$ cat config.mk
export PLATFORM = sky130hd
export DESIGN_NAME = gpio_port_apb
export DESIGN_NICKNAME = d
export VERILOG_FILES = /design/src/rtl/gpio_port_pkg.sv /design/src/rtl/gpio_in_sync.sv /design/src/rtl/gpio_irq_detect.sv /design/src/rtl/gpio_apb_regs.sv /design/src/rtl/gpio_port_apb.sv
export SDC_FILE = /design/constraint.sdc
export NUM_CORES = 1
export LEC_CHECK = 0
export ABC_CLOCK_PERIOD_IN_PS = 1850
export BUFFER_PORTS_ARGS = -buffer_cell sky130_fd_sc_hd__buf_2
export CAP_MARGIN = 30
export CORE_AREA = 10 10 140 142
export DETAILED_ROUTE_END_ITERATION = 6
export DIE_AREA = 0 0 150 152
export PLACE_DENSITY = 0.76
export SYNTH_ARGS = -nofsm -noshare
export SYNTH_HDL_FRONTEND = slang
export SYNTH_SLANG_ARGS = --single-unit
$ cat constraint.sdc
create_clock -name clk -period 1.85 [get_ports clk]
set_clock_uncertainty 0.2 [all_clocks]
set_input_delay 0.2775 -clock clk [delete_from_list [all_inputs] [get_ports clk]]
set_output_delay 0.2775 -clock clk [all_outputs]
set_load 0.02 [all_outputs]
$ cat src/rtl/gpio_port_pkg.sv
// Shared constants for the GPIO port: word indices of the register map,
// configuration mask numbering and the identification constants.
package gpio_port_pkg;

    localparam int ADDR_W     = 12;
    localparam int DATA_W     = 32;
    localparam int WIDX_W     = ADDR_W - 2;
    localparam int CFG_FIELDS = 5;

    // Word indices (byte offset / 4)
    localparam logic [WIDX_W-1:0] WI_PINS     = 10'h000;
    localparam logic [WIDX_W-1:0] WI_LATCH    = 10'h001;
    localparam logic [WIDX_W-1:0] WI_CFG_BASE = 10'h004;
    localparam logic [WIDX_W-1:0] WI_IRQ_STAT = 10'h00E;

    // Configuration mask numbering; mask k is set at CFG_BASE+2k, cleared at +1
    localparam int CFG_OE    = 0;
    localparam int CFG_ALT   = 1;
    localparam int CFG_IEN   = 2;
    localparam int CFG_ITYPE = 3;
    localparam int CFG_IPOL  = 4;

    // Identification byte for a word index; zero for any non-ident word
    function automatic logic [7:0] ident_byte(input logic [WIDX_W-1:0] w);
        case (w)
            10'h3F4: ident_byte = 8'h04;
            10'h3F8: ident_byte = 8'h21;
            10'h3F9: ident_byte = 8'hB8;
            10'h3FA: ident_byte = 8'h1B;
            10'h3FB: ident_byte = 8'h00;
            10'h3FC: ident_byte = 8'h0D;
            10'h3FD: ident_byte = 8'hF0;
            10'h3FE: ident_byte = 8'h05;
            10'h3FF: ident_byte = 8'hB1;
            default: ident_byte = 8'h00;
        endcase
    endfunction

endpackage

$ cat src/rtl/gpio_in_sync.sv
// Two-flop synchronizer for the pin inputs, plus a third stage holding the
// previous synchronized sample for edge detection.
// Assumes pin_in is asynchronous to clk; each bit is synchronized separately.
module gpio_in_sync #(
    parameter int W = 16
) (
    input  logic         clk,
    input  logic         rst_n,
    input  logic [W-1:0] pin_in,
    output logic [W-1:0] lvl,
    output logic [W-1:0] lvl_prev
);
    logic [W-1:0] stage1;

    // Shift the pin levels through the synchronizer and history stages
    always_ff @(posedge clk) begin
        if (!rst_n) begin
            stage1   <= '0;
            lvl      <= '0;
            lvl_prev <= '0;
        end else begin
            stage1   <= pin_in;
            lvl      <= stage1;
            lvl_prev <= lvl;
        end
    end
endmodule

$ cat src/rtl/gpio_irq_detect.sv
// Per-pin interrupt detectors. Edge mode latches an enabled transition of
// the selected direction until cleared, and a new edge wins over a clear in
// the same cycle. Level mode tracks the enabled active level and ignores clears.
// Assumes lvl/lvl_prev come from the synchronizer.
module gpio_irq_detect #(
    parameter int W = 16
) (
    input  logic         clk,
    input  logic         rst_n,
    input  logic [W-1:0] lvl,
    input  logic [W-1:0] lvl_prev,
    input  logic [W-1:0] en,
    input  logic [W-1:0] edge_mode,
    input  logic [W-1:0] pol_high,
    input  logic         clr_we,
    input  logic [W-1:0] clr_mask,
    output logic [W-1:0] status
);
    logic [W-1:0] status_d;

    for (genvar i = 0; i < W; i++) begin : g_pin
        logic rise, fall, edge_hit, level_hit, kept;
        // Edge and level qualifiers for this pin
        assign rise      = lvl[i] & ~lvl_prev[i];
        assign fall      = ~lvl[i] & lvl_prev[i];
        assign edge_hit  = en[i] & (pol_high[i] ? rise : fall);
        assign level_hit = en[i] & (lvl[i] == pol_high[i]);
        assign kept      = status[i] & ~(clr_we & clr_mask[i]);
        assign status_d[i] = edge_mode[i] ? (kept | edge_hit) : level_hit;
    end

    // Register the status bits
    always_ff @(posedge clk) begin
        if (!rst_n) status <= '0;
        else        status <= status_d;
    end
endmodule

$ cat src/rtl/gpio_apb_regs.sv
// Bus slave and register file of the GPIO port: output latch, five
// set/clear configuration masks, status read/clear and identification words.
// Assumes zero wait states: writes commit at the access-phase edge and read
// data is combinational while selected for a read.
module gpio_apb_regs
    import gpio_port_pkg::*;
#(
    parameter int W = 16
) (
    input  logic                 clk,
    input  logic                 rst_n,
    input  logic                 psel,
    input  logic                 penable,
    input  logic                 pwrite,
    input  logic [ADDR_W-1:0]    paddr,
    input  logic [DATA_W-1:0]    pwdata,
    output logic [DATA_W-1:0]    prdata,
    input  logic [W-1:0]         pins_lvl,
    input  logic [W-1:0]         irq_stat,
    output logic [W-1:0]         latch_q,
    output logic [W-1:0]         cfg_q [CFG_FIELDS],
    output logic                 clr_we,
    output logic [W-1:0]         clr_mask
);
    logic [WIDX_W-1:0] word;
    logic              aligned;
    logic              wr;
    logic [W-1:0]      wdata;
    logic [W-1:0]      cfg_d [CFG_FIELDS];
    logic [W-1:0]      rd_w;
    logic              rd_ident;

    assign word    = paddr[ADDR_W-1:2];
    assign aligned = (paddr[1:0] == 2'b00);
    assign wr      = psel & penable & pwrite & aligned;
    assign wdata   = pwdata[W-1:0];

    if (W < DATA_W) begin : g_unused
        logic unused_hi;
        assign unused_hi = ^pwdata[DATA_W-1:W];
    end

    assign clr_we   = wr && (word == WI_IRQ_STAT);
    assign clr_mask = wdata;

    // Output latch update
    always_ff @(posedge clk) begin
        if (!rst_n)                         latch_q <= '0;
        else if (wr && word == WI_LATCH)    latch_q <= wdata;
    end

    for (genvar k = 0; k < CFG_FIELDS; k++) begin : g_cfg
        localparam logic [WIDX_W-1:0] SET_W = WI_CFG_BASE + WIDX_W'(2 * k);
        localparam logic [WIDX_W-1:0] CLR_W = WI_CFG_BASE + WIDX_W'(2 * k + 1);
        logic set_hit, clr_hit;
        // Decode this mask's set and clear strobes and form its next value
        assign set_hit  = wr && (word == SET_W);
        assign clr_hit  = wr && (word == CLR_W);
        assign cfg_d[k] = set_hit ? (cfg_q[k] | wdata)
                        : clr_hit ? (cfg_q[k] & ~wdata)
                        : cfg_q[k];
    end

    // Register all configuration masks
    always_ff @(posedge clk) begin
        for (int k = 0; k < CFG_FIELDS; k++) begin
            if (!rst_n) cfg_q[k] <= '0;
            else        cfg_q[k] <= cfg_d[k];
        end
    end

    // Select the read word for the addressed register
    always_comb begin
        rd_w     = '0;
        rd_ident = 1'b0;
        if (word == WI_PINS)          rd_w = pins_lvl;
        else if (word == WI_LATCH)    rd_w = latch_q;
        else if (word == WI_IRQ_STAT) rd_w = irq_stat;
        else                          rd_ident = 1'b1;
        for (int k = 0; k < CFG_FIELDS; k++) begin
            if (word == WI_CFG_BASE + WIDX_W'(2 * k) ||
                word == WI_CFG_BASE + WIDX_W'(2 * k + 1)) begin
                rd_w     = cfg_q[k];
                rd_ident = 1'b0;
            end
        end
    end

    // Drive read data only for aligned, selected reads
    always_comb begin
        prdata = '0;
        if (psel && !pwrite && aligned) begin
            if (rd_ident) prdata = DATA_W'(ident_byte(word));
            else          prdata = DATA_W'(rd_w);
        end
    end
endmodule

$ cat src/rtl/gpio_port_apb.sv
// Top of the GPIO port: bus register file, input synchronizer and per-pin
// interrupt detectors. Assumes a single clock and synchronous active-low reset.
module gpio_port_apb
    import gpio_port_pkg::*;
#(
    parameter int W = 16
) (
    input  logic              clk,
    input  logic              rst_n,
    input  logic              psel,
    input  logic              penable,
    input  logic              pwrite,
    input  logic [11:0]       paddr,
    input  logic [31:0]       pwdata,
    output logic [31:0]       prdata,
    input  logic [W-1:0]      pin_in,
    output logic [W-1:0]      pin_out,
    output logic [W-1:0]      pin_oe,
    output logic [W-1:0]      alt_sel,
    output logic [W-1:0]      irq_pin,
    output logic              irq_any
);
    logic [W-1:0] lvl, lvl_prev;
    logic [W-1:0] cfg_q [CFG_FIELDS];
    logic         clr_we;
    logic [W-1:0] clr_mask;
    logic [W-1:0] status;
    logic [W-1:0] cfg_en, cfg_type;

    gpio_apb_regs #(.W(W)) u_regs (
        .clk      (clk),
        .rst_n    (rst_n),
        .psel     (psel),
        .penable  (penable),
        .pwrite   (pwrite),
        .paddr    (paddr),
        .pwdata   (pwdata),
        .prdata   (prdata),
        .pins_lvl (lvl),
        .irq_stat (status),
        .latch_q  (pin_out),
        .cfg_q    (cfg_q),
        .clr_we   (clr_we),
        .clr_mask (clr_mask)
    );

    gpio_in_sync #(.W(W)) u_sync (
        .clk      (clk),
        .rst_n    (rst_n),
        .pin_in   (pin_in),
        .lvl      (lvl),
        .lvl_prev (lvl_prev)
    );

    assign cfg_en   = cfg_q[CFG_IEN];
    assign cfg_type = cfg_q[CFG_ITYPE];

    gpio_irq_detect #(.W(W)) u_det (
        .clk       (clk),
        .rst_n     (rst_n),
        .lvl       (lvl),
        .lvl_prev  (lvl_prev),
        .en        (cfg_en),
        .edge_mode (cfg_type),
        .pol_high  (cfg_q[CFG_IPOL]),
        .clr_we    (clr_we),
        .clr_mask  (clr_mask),
        .status    (status)
    );

    assign pin_oe  = cfg_q[CFG_OE];
    assign alt_sel = cfg_q[CFG_ALT];
    assign irq_pin = status;
    assign irq_any = |status;
endmodule

# Word-level counts from Yosys, hierarchy flattened
# Cells that the tools add are included.
[classes] multipliers=0 n_lt_le_gt_ge=0 reduce_logical=28 n_eq_ne=36 bitwise=174 div=0 shift=0 n_mux=61 add_sub_neg=0
[op_table] operator="$mux 16" n=19
[op_table] operator="$and 1x1->1" n=99
[op_table] operator="$and 16x16->16" n=5
[op_table] operator="$eq 10x10->1 const B" n=8
[op_table] operator="$or 16x16->16" n=5
[op_table] operator="$eq 10x4->1 const B" n=7
[op_table] operator="$pmux 8 s8" n=1
[op_table] operator="$not 1->1" n=48
[op_table] operator="$eq 10x3->1 const B" n=4
[op_table] operator="$mux 1" n=40
[op_table] operator="$mux 32" n=1
[op_table] operator="$eq 1x1->1" n=16
[op_table] operator="$not 16->16" n=1
[op_table] operator="$or 1x1->1" n=16
[op_table] operator="$reduce_or 16->1" n=1
[op_table] operator="$logic_and 1x1->1" n=14
[op_table] operator="$eq 10x1->1 const B" n=1
[op_table] operator="$logic_not 10->1" n=1
[op_table] operator="$reduce_bool 2->1" n=5
[op_table] operator="$logic_or 1x1->1" n=5
[op_table] operator="$logic_not 2->1" n=1
[op_table] operator="$logic_not 1->1" n=1
[word_totals] rom_bits=0 mem_bits_rw=0 output_inout_bits=97 latch_bits=0 mem_count=0 register_bits=160 word_cells=309

# Logic depth before layout (Yosys ltp)
# Gate-level depths: netlist (run 1).
[depth] depth_word=11 mapped_depth=8

# Cells and area by module
# From an unflattened synthesis (run 1), not the netlist that was laid out.
[hier_totals] cells_unflattened=949 area_unflattened_um2=8134.1
[modules_own_cells] mod="gpio_apb_regs" seq_area_each_um2=1921.8 n_inst=1 area_per_inst_um2=5599.1 cells_each=695
[modules_own_cells] mod="gpio_in_sync" seq_area_each_um2=960.9 n_inst=1 area_per_inst_um2=1331.3 cells_each=101
[modules_own_cells] mod="gpio_irq_detect" seq_area_each_um2=320.3 n_inst=1 area_per_inst_um2=1172.4 cells_each=148
[modules_own_cells] mod="gpio_port_apb" seq_area_each_um2=0.0 n_inst=1 area_per_inst_um2=31.3 cells_each=5

# Worst setup path after synthesis (run 1)
# Ideal clock, no wire load.
[synth_path] path_type="input -> output" from="input paddr[4]" to="output prdata[4]" setup_slack_ns=-0.959 cell_stages=7 t_arrival_ns=2.331 cell_sequence="clkbuf_1 -> buf_2 -> buf_1 -> a21oi_1 -> o21ai_0 -> a21oi_1 -> a2111oi_0"
[synth_between] elab_chain_cells=11 elab_cells_between_ends=45
[synth_rtl] element="start, declared" line_no="gpio_port_apb.sv:13" text="input logic [11:0] paddr,"
[synth_rtl] element="$eq 10x4->1" line_no="gpio_apb_regs.sv:78" text="else if (word == WI_IRQ_STAT) rd_w = irq_stat;"
[synth_rtl] element="$mux 16 / $mux 1 (equally long branches)" line_no="gpio_apb_regs.sv:78"
[synth_rtl] element="$mux 16 / $mux 1 (equally long branches)" line_no="gpio_apb_regs.sv:77" text="else if (word == WI_LATCH) rd_w = latch_q;"
[synth_rtl] element="$mux 16 / $mux 1 (equally long branches)" line_no="gpio_apb_regs.sv:76" text="if (word == WI_PINS) rd_w = pins_lvl;"
[synth_rtl] element="$mux 16 / $mux 1 (equally long branches) (5 in series)" line_no="gpio_apb_regs.sv:81" text="if (word == WI_CFG_BASE + WIDX_W'(2 * k) ||"
[synth_rtl] element="$mux 16 *" line_no="gpio_apb_regs.sv:93" text="if (rd_ident) prdata = DATA_W'(ident_byte(word));"
[synth_rtl] element="$mux 32 *" line_no="gpio_apb_regs.sv:92" text="if (psel && !pwrite && aligned) begin"
[synth_rtl] element="end, declared" line_no="gpio_port_apb.sv:15" text="output logic [31:0] prdata,"
# Every way passes the cells marked *; elsewhere a longest branch is shown, timed or not.

# Final worst setup path (run 1)
[layout_path] from="register u_sync.lvl[10]" to="output prdata[10]"
[layout_between] elab_chain_cells=8
[layout_rtl] element="start, declared" line_no="gpio_in_sync.sv:10" text="output logic [W-1:0] lvl,"
[layout_rtl] element="start signal, assigned" line_no="gpio_in_sync.sv:23" text="lvl <= stage1;"
[layout_rtl] element="$mux 16" line_no="gpio_apb_regs.sv:76"
[layout_rtl] element="$mux 16 (5 in series)" line_no="gpio_apb_regs.sv:81"
[layout_rtl] element="$mux 16" line_no="gpio_apb_regs.sv:93"
[layout_rtl] element="$mux 32" line_no="gpio_apb_regs.sv:92"
# No other way between the ends.

==> reports/results.ini, run 1 <==
[floorplan]
start_util = 0.495
core_area_mm2 = 0.0169
die_y_um = 152
die-width_um = 150
dieArea_mm2 = 0.0228
num_rows = 48
ios = 162

[timing]
hold_viol_final = 0
setup_tns_ns = -34.57
setup_viol = 129
rsz0062_at_grt = yes
min_period_ns = 2.45
finalMaxSlewViolations = 0
max_freq_ghz = 0.408
min_period_over_period = 1.33
setup_slack_ns = -0.603

[critical_path]
crit_chain = a32oi_1 -> o221ai_1 -> nand3_1 -> a311oi_4 -> buf_6
worst_path_largest_cell_delay_ns = 0.41
cp_num_buf_inv = 1
worst_ep_arrival_time_ns = 1.98
critical_path.startpoint = u_sync.lvl[10]
criticalPathCategory = flop to output pin
cp_max_fo = 3
end_kind = output pin
critPathLaunchType = flop
cp.required_ns = 1.37
cp_slowest_cell = dfxtp_1
cpLargestDelayFamily = compound AO/OA/AOI/OAI gates

[outcome]
status = complete, but fails checks
violations = design-rule violations, negative setup slack

[power_and_ir_drop]
p_per_area_mw_per_mm2 = 638
vdd_drop_max_mv = 0.772
p_leak_nw = 5.58

[synth]
postSynthCellCount = 974
synth-seq-cells = 160
yosysWarnings = 0
muxShareOfSynthArea = 0.0850
synth_area_mm2 = 0.00839
ys_seq_area_frac = 0.382
yosys.area_share.simple = 0.177
synthXorXnorAreaFrac = 0.0313
synthAdderAreaFrac = 0
ys_async_sr_fraction = 0
synth_edf_count = 0
synth_compound_area_frac = 0.231
synthFlopType = dfxtp_1
synth_top_family_by_area = compound AO/OA/AOI/OAI gates
synth.avg_cell_area_um2 = 8.61
ys_types = 58

[global_routing]
overflow = 0
grt_antenna_before_repair = 1
grtUsageTotal = 0.286
grt_pass1_vias = 8951
grt_max_degree = 39
grt_pass1_wl_um = 51400

[drt]
totalWireLength_um = 38400
first_iter_violations = 1612
antenna_left = 0
num_vias = 9681
wire_per_inst_um = 26.0
drc = 9
post_drt_via_cell_ratio = 6.55
drt_pre_antenna_iters = 7

[layout]
fin_nets = 1305
layout_common_cells = buf_4, dfxtp_1, buf_2
layout_commonest_cell = buf_4
area_delta_synth_final_pct = 53.3
drive_gt1_frac = 0.482
fin_util = 0.759
antenna_cells = 0

[placed_design]
place.port_buffers = 129
place.gp.congestion = 0.984
dpl.hpwl_um = 21300
dp_slack_ns = -0.563

[clock_tree]
htree_levels = 4
clk_pin_slew_worst_paths_ns = 0.07
cts_tree = yes
numCtsBuffers = 17
clockBufferDepth = 2
clock-sinks = 160
root_buffer = clkbuf_16
clk_latency_ns = 0.44

[min_path]
hp-class = primary input to flop
hold_start = pwdata[8]

[flow_run]
drv_cap = 0

[cell families after synthesis]
logic type | count (synthesis)
compound gates | 282
other cells | 1
xor+xnor | 30
flops | 160
simple gates | 289
mux | 70
buf+inv | 142
[per-stage QoR]
step                      cell area [µm²]  total power, mW  instances  hold WS (ns)
after floorplan                      8860             4.05        989         0.205
after detailed placement            10300             4.36       1366         0.218
after global placement              10300             4.35       1366         0.216
after global routing                12900             8.39       1478        0.0223
after CTS                           12200             8.04       1459      0.000242
final                               12900             8.21       1478       0.00737
[worst reg2reg max path: stages (launching register included)]
cell,delay [ns]
dfxtp_1,0.44
nor2b_1,0.20
nor3_1,0.08
o21a_1,0.17
o21a_1,0.18
[power by group]
group | switching, mW | internal, mW | total, mW
clock network | 1.54 | 2.14 | 3.68
registers | 0.0258 | 3.49 | 3.51
logic | 0.618 | 0.393 | 1.01
total | 2.18 | 6.02 | 8.21
[metal layers]
layer | wire [µm] | track usage | up-vias
met5 | 0 | 0 | -
met4 | 2870 | 0.163 | 0
met3 | 5070 | 0.0811 | 278
met2 | 16600 | 0.429 | 885
met1 | 13900 | 0.358 | 4553
li1 | - | - | 3965
[cell usage after synthesis (3+ instances only)]
library cell / number / area (µm²)
dfxtp_1: 160 / 3200
nand2_1: 126 / 473
a311oi_2: 14 / 210
a21oi_2: 4 / 35.0
nor4_1: 6 / 37.5
o22ai_1: 7 / 43.8
mux2_2: 10 / 113
and2_1: 52 / 325
xnor2_1: 30 / 263
a221oi_1: 3 / 26.3
o211ai_1: 8 / 60.1
a21oi_1: 128 / 641
clkbuf_1: 50 / 188
inv_1: 4 / 15.0
o21a_1: 11 / 82.6
o221ai_1: 12 / 105
nor2b_1: 12 / 75.1
nor3_1: 4 / 20.0
nor2_1: 34 / 128
buf_6: 4 / 45.0
buf_2: 25 / 125
nand3_1: 25 / 125
a32oi_1: 6 / 52.6
or3_1: 3 / 18.8
o21ai_0: 17 / 85.1
mux2i_1: 60 / 601
nor4_4: 6 / 128
buf_4: 50 / 375
a311oi_1: 40 / 350
nand2b_1: 9 / 56.3
a31oi_1: 3 / 18.8
nand4_1: 3 / 18.8
buf_1: 7 / 26.3
a21o_1: 13 / 97.6
[timing repair]
item / 4_1_cts / 5_1_grt
hold endpoints to repair: 20 / 0
endpoints found under the setup margin: 94 / 129
resized for setup: 189 / 149
pin swaps: 89 / 58
cloned: 10 / 2
hold buffers: 20 / 0
setup buffers: 31 / 29
[final timing paths]
kind,endpoint,slack (ns),cells past startpoint
setup reg to reg,u_det.status[15],0.47,4
hold / removal,flop,0.007,3
hold reg to reg,u_sync.lvl[8],0.23,1
setup / recovery,prdata[10],-0.60,5
[cell type report]
class | count | area (µm²)
timing repair buffer | 368 | 3220
clock buffer | 22 | 484
clock inverter | 10 | 123
inverter | 6 | 27.5
fill | 1002 | 4080
sequential | 160 | 3230
multi-input combinational | 687 | 5490
tap | 225 | 282
No activity file was read; power rests on OpenSTA's default activity.
==> run 2, diff against run 1 <==
- CORE_AREA: 10 10 140 142 -> 2 2 132 134
- DIE_AREA: 0 0 150 152 -> 0 0 134 136
==> run 2 against run 1 <==
  * Clock power hardly changed
  * Largest cell class unchanged
  * Global-route usage is 5.0 points higher
  * Sequential cell count unchanged
  * The run ends with negative setup slack left
  * Wire length is 7.4% lower
  * Clock-buffer cell count is 3 lower
==> reports/results.ini, run 2 (synthesis results as in run 1) <==
[timing]
min_period_over_period = 1.29  ; -0.0395
setup_viol = 129  ; unchanged
max_freq_ghz = 0.420  ; +3.1%
rsz0062_at_grt = yes
finalMaxSlewViolations = 0  ; unchanged
min_period_ns = 2.38  ; -0.0731 ns
hold_viol_final = 0  ; unchanged
setup_slack_ns = -0.530  ; +0.0731 ns
timing.hold.ws_ns = 0.0276  ; +0.0202 ns

[clock_tree]
clk_latency_ns = 0.44  ; about the same
clockBufferDepth = 2  ; unchanged
root_buffer = clkbuf_16
numCtsBuffers = 17  ; unchanged
htree_levels = 4  ; unchanged
cts_tree = yes
clk_pin_slew_worst_paths_ns = 0.07  ; about the same
clock-sinks = 160  ; unchanged

[critical_path]
worst_ep_arrival_time_ns = 1.90  ; -0.08 ns
rrSetupSlack_ns = 0.44  ; -0.03 ns
cp.required_ns = 1.37  ; about the same
criticalPathCategory = flop to output pin
end_kind = output pin
cp_slowest_cell = dfxtp_1
cp_max_fo = 2  ; -1
critPathLaunchType = flop
crit_chain = mux2_2 -> o22ai_1 -> o21ai_0 -> o211ai_1 -> o21ai_2 -> buf_2
rr_worst_depth = 4  ; unchanged
worst_path_largest_cell_delay_ns = 0.33  ; -0.08 ns

[outcome]
status = complete, but fails checks
violations = negative setup slack

[placed_design]
place_inst = 1378  ; +0.88%
place.gp.congestion = 0.984  ; about the same
dpl.hpwl_um = 19900  ; -6.3%
place.port_buffers = 129  ; unchanged
dp_slack_ns = -0.555  ; +0.00778 ns

[power_and_ir_drop]
vdd_drop_max_mv = 0.680  ; -12%
power_switching_mw = 2.19  ; +0.19%
p_per_area_mw_per_mm2 = 638  ; about the same
power.share.clock = 0.448  ; about the same
seq_power_share = 0.430  ; +0.002
intPower_mw = 5.97  ; -0.83%
p_leak_nw = 5.58  ; about the same
p_total_mw = 8.16  ; -0.56%
p_sw_frac = 0.268  ; +0.00199
power_frac_comb = 0.122  ; about the same

[drt]
antenna_left = 0  ; unchanged
drc = 0  ; -9
post_drt_via_cell_ratio = 6.34  ; -3.2%
wire_per_inst_um = 23.9  ; -7.9%
num_vias = 9417  ; -2.7%
totalWireLength_um = 35500  ; -7.4%
drt_pre_antenna_iters = 6  ; -1
first_iter_violations = 1253  ; -22%

[layout]
area_delta_synth_final_pct = 52.4
layout_commonest_cell = buf_4
nFillCells = 1010  ; +0.80%
layout_common_cells = buf_4, dfxtp_1, buf_2
fin_nets = 1311  ; +0.46%
final_cells = 1485  ; +0.47%
fin_util = 0.757  ; -0.00189
drive_gt1_frac = 0.469  ; -0.0126

[floorplan]
die-width_um = 134  ; -11%
core_area_mm2 = 0.0169  ; -0.35%
die_y_um = 136  ; -11%
dieArea_mm2 = 0.0182  ; -20%
start_util = 0.497  ; +0.00176
num_rows = 48  ; unchanged
ios = 162  ; unchanged

[global_routing]
grt_antenna_before_repair = 0  ; -1
overflow = 0  ; unchanged
grt_pass1_wl_um = 46600  ; -9.4%
grt_max_degree = 52  ; +33%
grt_pass1_vias = 8327  ; -7.0%
grtUsageTotal = 0.335  ; +0.0497

[min_path]
hold_depth = 3  ; unchanged
hp-class = primary input to flop

[flow_run]
drv_cap = 0  ; unchanged

-- run 2: cell types whose count changed in the layout (fill, tap and decap cells not counted), moves of 5 or more --
cell     change
o21ai_0      +5
a21oi_1     +10
dfxtp_2     +12
a21oi_2      -6
nand2_4     -10
nand2_2      -7
dfxtp_1     -13
nand2_1     +17
buf_4        +6
-- run 2: power groups by stage --
stage | Combinational [mW] | Clock, mW | Sequential [mW]
after global placement | 0.793 | 0 | 3.58
after detailed placement | 0.798 | 0 | 3.59
after CTS | 0.897 | 3.61 | 3.51
final | 0.996 | 3.65 | 3.51
after global routing | 1.03 | 3.80 | 3.51
after floorplan | 0.476 | 0 | 3.58
-- run 2: critical path, delay by kind of cell (launching register included) --
| family | cells | cell delay [ns] |
|---|---|---|
| buffers and inverters | 1 | 0.17 |
| multiplexers | 1 | 0.29 |
| flip-flops | 1 | 0.33 |
| AO/OA/AOI/OAI | 4 | 0.66 |
-- run 2: worst paths after layout --
kind	startpoint	endpoint
setup reg to reg	flop	u_det.status[15]
hold / removal	pwdata[3]	flop
setup / recovery	flop	prdata[7]
hold reg to reg	u_sync.stage1[7]	u_sync.lvl[7]
-- run 2: final cells by class --
class	count	area, µm²	share of cell area
diodes	1	2.50	0.000196
inverters	6	27.5	0.00215
repair buffers	374	3320	0.260
flip-flops and latches	160	3250	0.254
clock buffers	19	453	0.0354
clock inverters	13	150	0.0117
multi-input cells	687	5300	0.414
well taps	225	282	0.0220
-- run 2: layer usage --
layer,part of all wire,wire length (µm),global-route usage
met1,0.38,13400,0.448
met2,0.43,15200,0.514
met3,0.13,4450,0.0768
met4,0.069,2460,0.160
met5,0,0,0
-- run 2: per-stage QoR --
| stage | setup TNS (ns) | instance area [µm²] |
|---|---|---|
| after floorplan | -8.04 | 8860 |
| after global placement | -49.09 | 10400 |
| after detailed placement | -51.40 | 10400 |
| after CTS | -7.29 | 12000 |
| after global routing | -28.65 | 12800 |
| final | -21.93 | 12800 |
-- run 2: timing repair --
item	CTS	global route
buffers inserted	27	20
setup endpoints to repair	27	107
endpoints found under the hold margin	21	0
gates cloned	7	5
hold buffers	18	0
resized for setup	139	122
pin swaps	67	83
==> run 3, diff against run 2 <==
- CORE_AREA: 2 2 132 134 -> 2 2 140 142
- DIE_AREA: 0 0 134 136 -> 0 0 142 144
- PLACE_DENSITY: 0.76 -> 0.69
==> run 3 against run 2 <==
  * The run still ends with negative setup slack left
  * Core utilization fell by 10 points
  * Cell area fell by 2.0%
  * Wire length shrank 11%
  * Clock power down 3%
  * Total power fell by 2.4%
  * Maximum frequency is 0.46% higher
  * Sequential power about the same
  * Die area up 12%
  * Register-to-register slack gained 0.04 ns
  * Critical path depth up 3
  * Global-route usage down 4.7 points
  * Hold slack about the same
==> reports/results.ini, run 3 (synthesis results as in run 1) <==
[global_routing]
grt_pass1_wl_um = 45100  ; -3.1%
grtUsageTotal = 0.289  ; -0.0468
overflow = 0  ; unchanged
grt_antenna_before_repair = 0  ; unchanged
grt_max_degree = 46  ; -12%
grt_pass1_vias = 7880  ; -5.4%

[min_path]
hold_start = pwdata[7]
hp-class = primary input to flop
hold_depth = 3  ; unchanged

[clock_tree]
root_buffer = clkbuf_16
clock-sinks = 160  ; unchanged
clk_pin_slew_worst_paths_ns = 0.07  ; about the same
numCtsBuffers = 17  ; unchanged
clockBufferDepth = 2  ; unchanged
clk_latency_ns = 0.45  ; about the same
cts_tree = yes
htree_levels = 4  ; unchanged

[timing]
min_period_ns = 2.37  ; -0.0109 ns
hold_viol_final = 0  ; unchanged
setup_slack_ns = -0.519  ; +0.0109 ns
finalMaxSlewViolations = 0  ; unchanged
setup_tns_ns = -15.39  ; +6.53 ns
setup_viol = 70  ; -46%
min_period_over_period = 1.28  ; -0.00588
rsz0062_at_grt = yes
max_freq_ghz = 0.422  ; +0.46%

[placed_design]
place_inst = 1403  ; +1.8%
place.port_buffers = 129  ; unchanged
place.gp.congestion = 0.917  ; -6.8%
dpl.hpwl_um = 20900  ; +5.1%

[critical_path]
cp_max_fo = 7  ; +5
rrSetupSlack_ns = 0.48  ; +0.04 ns
worst_ep_arrival_time_ns = 1.89  ; about the same
cp.required_ns = 1.37  ; about the same
critPathLaunchType = primary input
rr_worst_depth = 4  ; unchanged
end_kind = output pin
criticalPathCategory = primary input to output pin
r2r_end = u_det.status[15]

[floorplan]
core_area_mm2 = 0.0191  ; +13%
die-width_um = 142  ; +6.0%
start_util = 0.440  ; -0.0574
die_y_um = 144  ; +5.9%
ios = 162  ; unchanged
num_rows = 51  ; +6.3%
dieArea_mm2 = 0.0204  ; +12%

[layout]
layout_commonest_cell = buf_4
fin_util = 0.656  ; -0.101
antenna_cells = 0  ; -1
area_delta_synth_final_pct = 49.3
fin_nets = 1316  ; +0.38%
drive_gt1_frac = 0.441  ; -0.0288
layout_common_cells = buf_4, dfxtp_1, nand2_1
final_cells = 1502  ; +1.1%

[drt]
totalWireLength_um = 31600  ; -11%
num_vias = 8750  ; -7.1%
antenna_left = 0  ; unchanged
first_iter_violations = 787  ; -37%
drt_pre_antenna_iters = 5  ; -1
post_drt_via_cell_ratio = 5.83  ; -8.1%
drc = 0  ; unchanged
wire_per_inst_um = 21.0  ; -12%

[flow_run]
drv_cap = 0  ; unchanged

[power_and_ir_drop]
power.share.clock = 0.443  ; -0.005
p_per_area_mw_per_mm2 = 636  ; -0.33%
vdd_drop_max_mv = 0.617  ; -9.3%
seq_power_share = 0.440  ; +0.010
intPower_mw = 5.78  ; -3.2%
p_leak_nw = 5.40  ; -3.3%
power_frac_comb = 0.117  ; -0.005
power_switching_mw = 2.18  ; -0.10%
p_sw_frac = 0.274  ; +0.00619

[outcome]
violations = negative setup slack
status = complete, but fails checks

## run 3: cell types whose count changed in the layout (fill, tap and decap cells not counted), moves of 4 or more
cell / before / now
a21oi_2: 45 / 41
a21oi_1: 82 / 78
a21oi_4: 5 / 13
buf_12: 22 / 16
dfxtp_1: 125 / 149
buf_4: 151 / 173
o22ai_1: 4 / 0
dlygate4sd3_1: 18 / 22
nand2_4: 13 / 4
dfxtp_2: 33 / 11
nand2_1: 105 / 115
buf_6: 54 / 49
## run 3: timing repair
item	4_1_cts	5_1_grt
endpoints found under the setup margin	92	88
hold buffers	22	0
setup buffers	10	33
gates cloned	1	5
hold endpoints to repair	27	0
gates resized for setup	86	143
pin swaps	22	90
## run 3: routing by layer
metal	share of wire	vias up	wire length, µm	global-route usage
met5	0	-	0	0
met4	0.025	0	794	0.0895
met3	0.074	70	2340	0.0540
met2	0.46	442	14600	0.449
met1	0.44	4257	13800	0.406
li1	-	3981	-	-
## run 3: worst max-delay path: stages
cell and delay [ns]:
buf_8 0.10, nor4_4 0.33, buf_4 0.17, and2_4 0.16
buf_4 0.18, nand3_2 0.10, buf_12 0.16, a311oi_4 0.24
buf_6 0.16
## run 3: power groups by stage
stage	registers, mW	logic [mW]	clock network (mW)
after floorplan	3.58	0.476	0
after global placement	3.58	0.795	0
after detailed placement	3.59	0.799	0
after CTS	3.51	0.868	3.53
after global routing	3.51	0.985	3.68
final	3.51	0.933	3.53
## run 3: final cells by class
class / count / area [µm²]
Clock buffer: 19 / 443
Clock inverter: 13 / 125
Fill cell: 1463 / 6560
Inverter: 6 / 23.8
Multi-Input combinational cell: 687 / 5290
Sequential cell: 160 / 3220
Tap cell: 238 / 298
Timing Repair Buffer: 379 / 3130
## run 3: worst max-delay path by stage
stage	cells after the start	endpoint	start	slack, ns
2_1_floorplan	6	prdata[10]	paddr[11]	-0.24
3_3_place_gp	8	prdata[14]	paddr[5]	-0.56
3_5_place_dp	7	flop	paddr[4]	-0.59
4_1_cts	8	prdata[15]	paddr[8]	-0.49
5_1_grt	9	prdata[15]	paddr[10]	-0.57
6_report	9	prdata[15]	paddr[10]	-0.52
## run 3: through the flow
stage | hold slack, ns | power [mW] | setup slack (ns) | cell area [µm²]
5_1_grt | 0.0478 | 8.18 | -0.567 | 12500
6_report | 0.0274 | 7.97 | -0.519 | 12500
3_3_place_gp | 0.214 | 4.38 | -0.559 | 10400
2_1_floorplan | 0.205 | 4.05 | -0.239 | 8860
4_1_cts | 0.000896 | 7.91 | -0.490 | 11600
3_5_place_dp | 0.219 | 4.38 | -0.594 | 10400
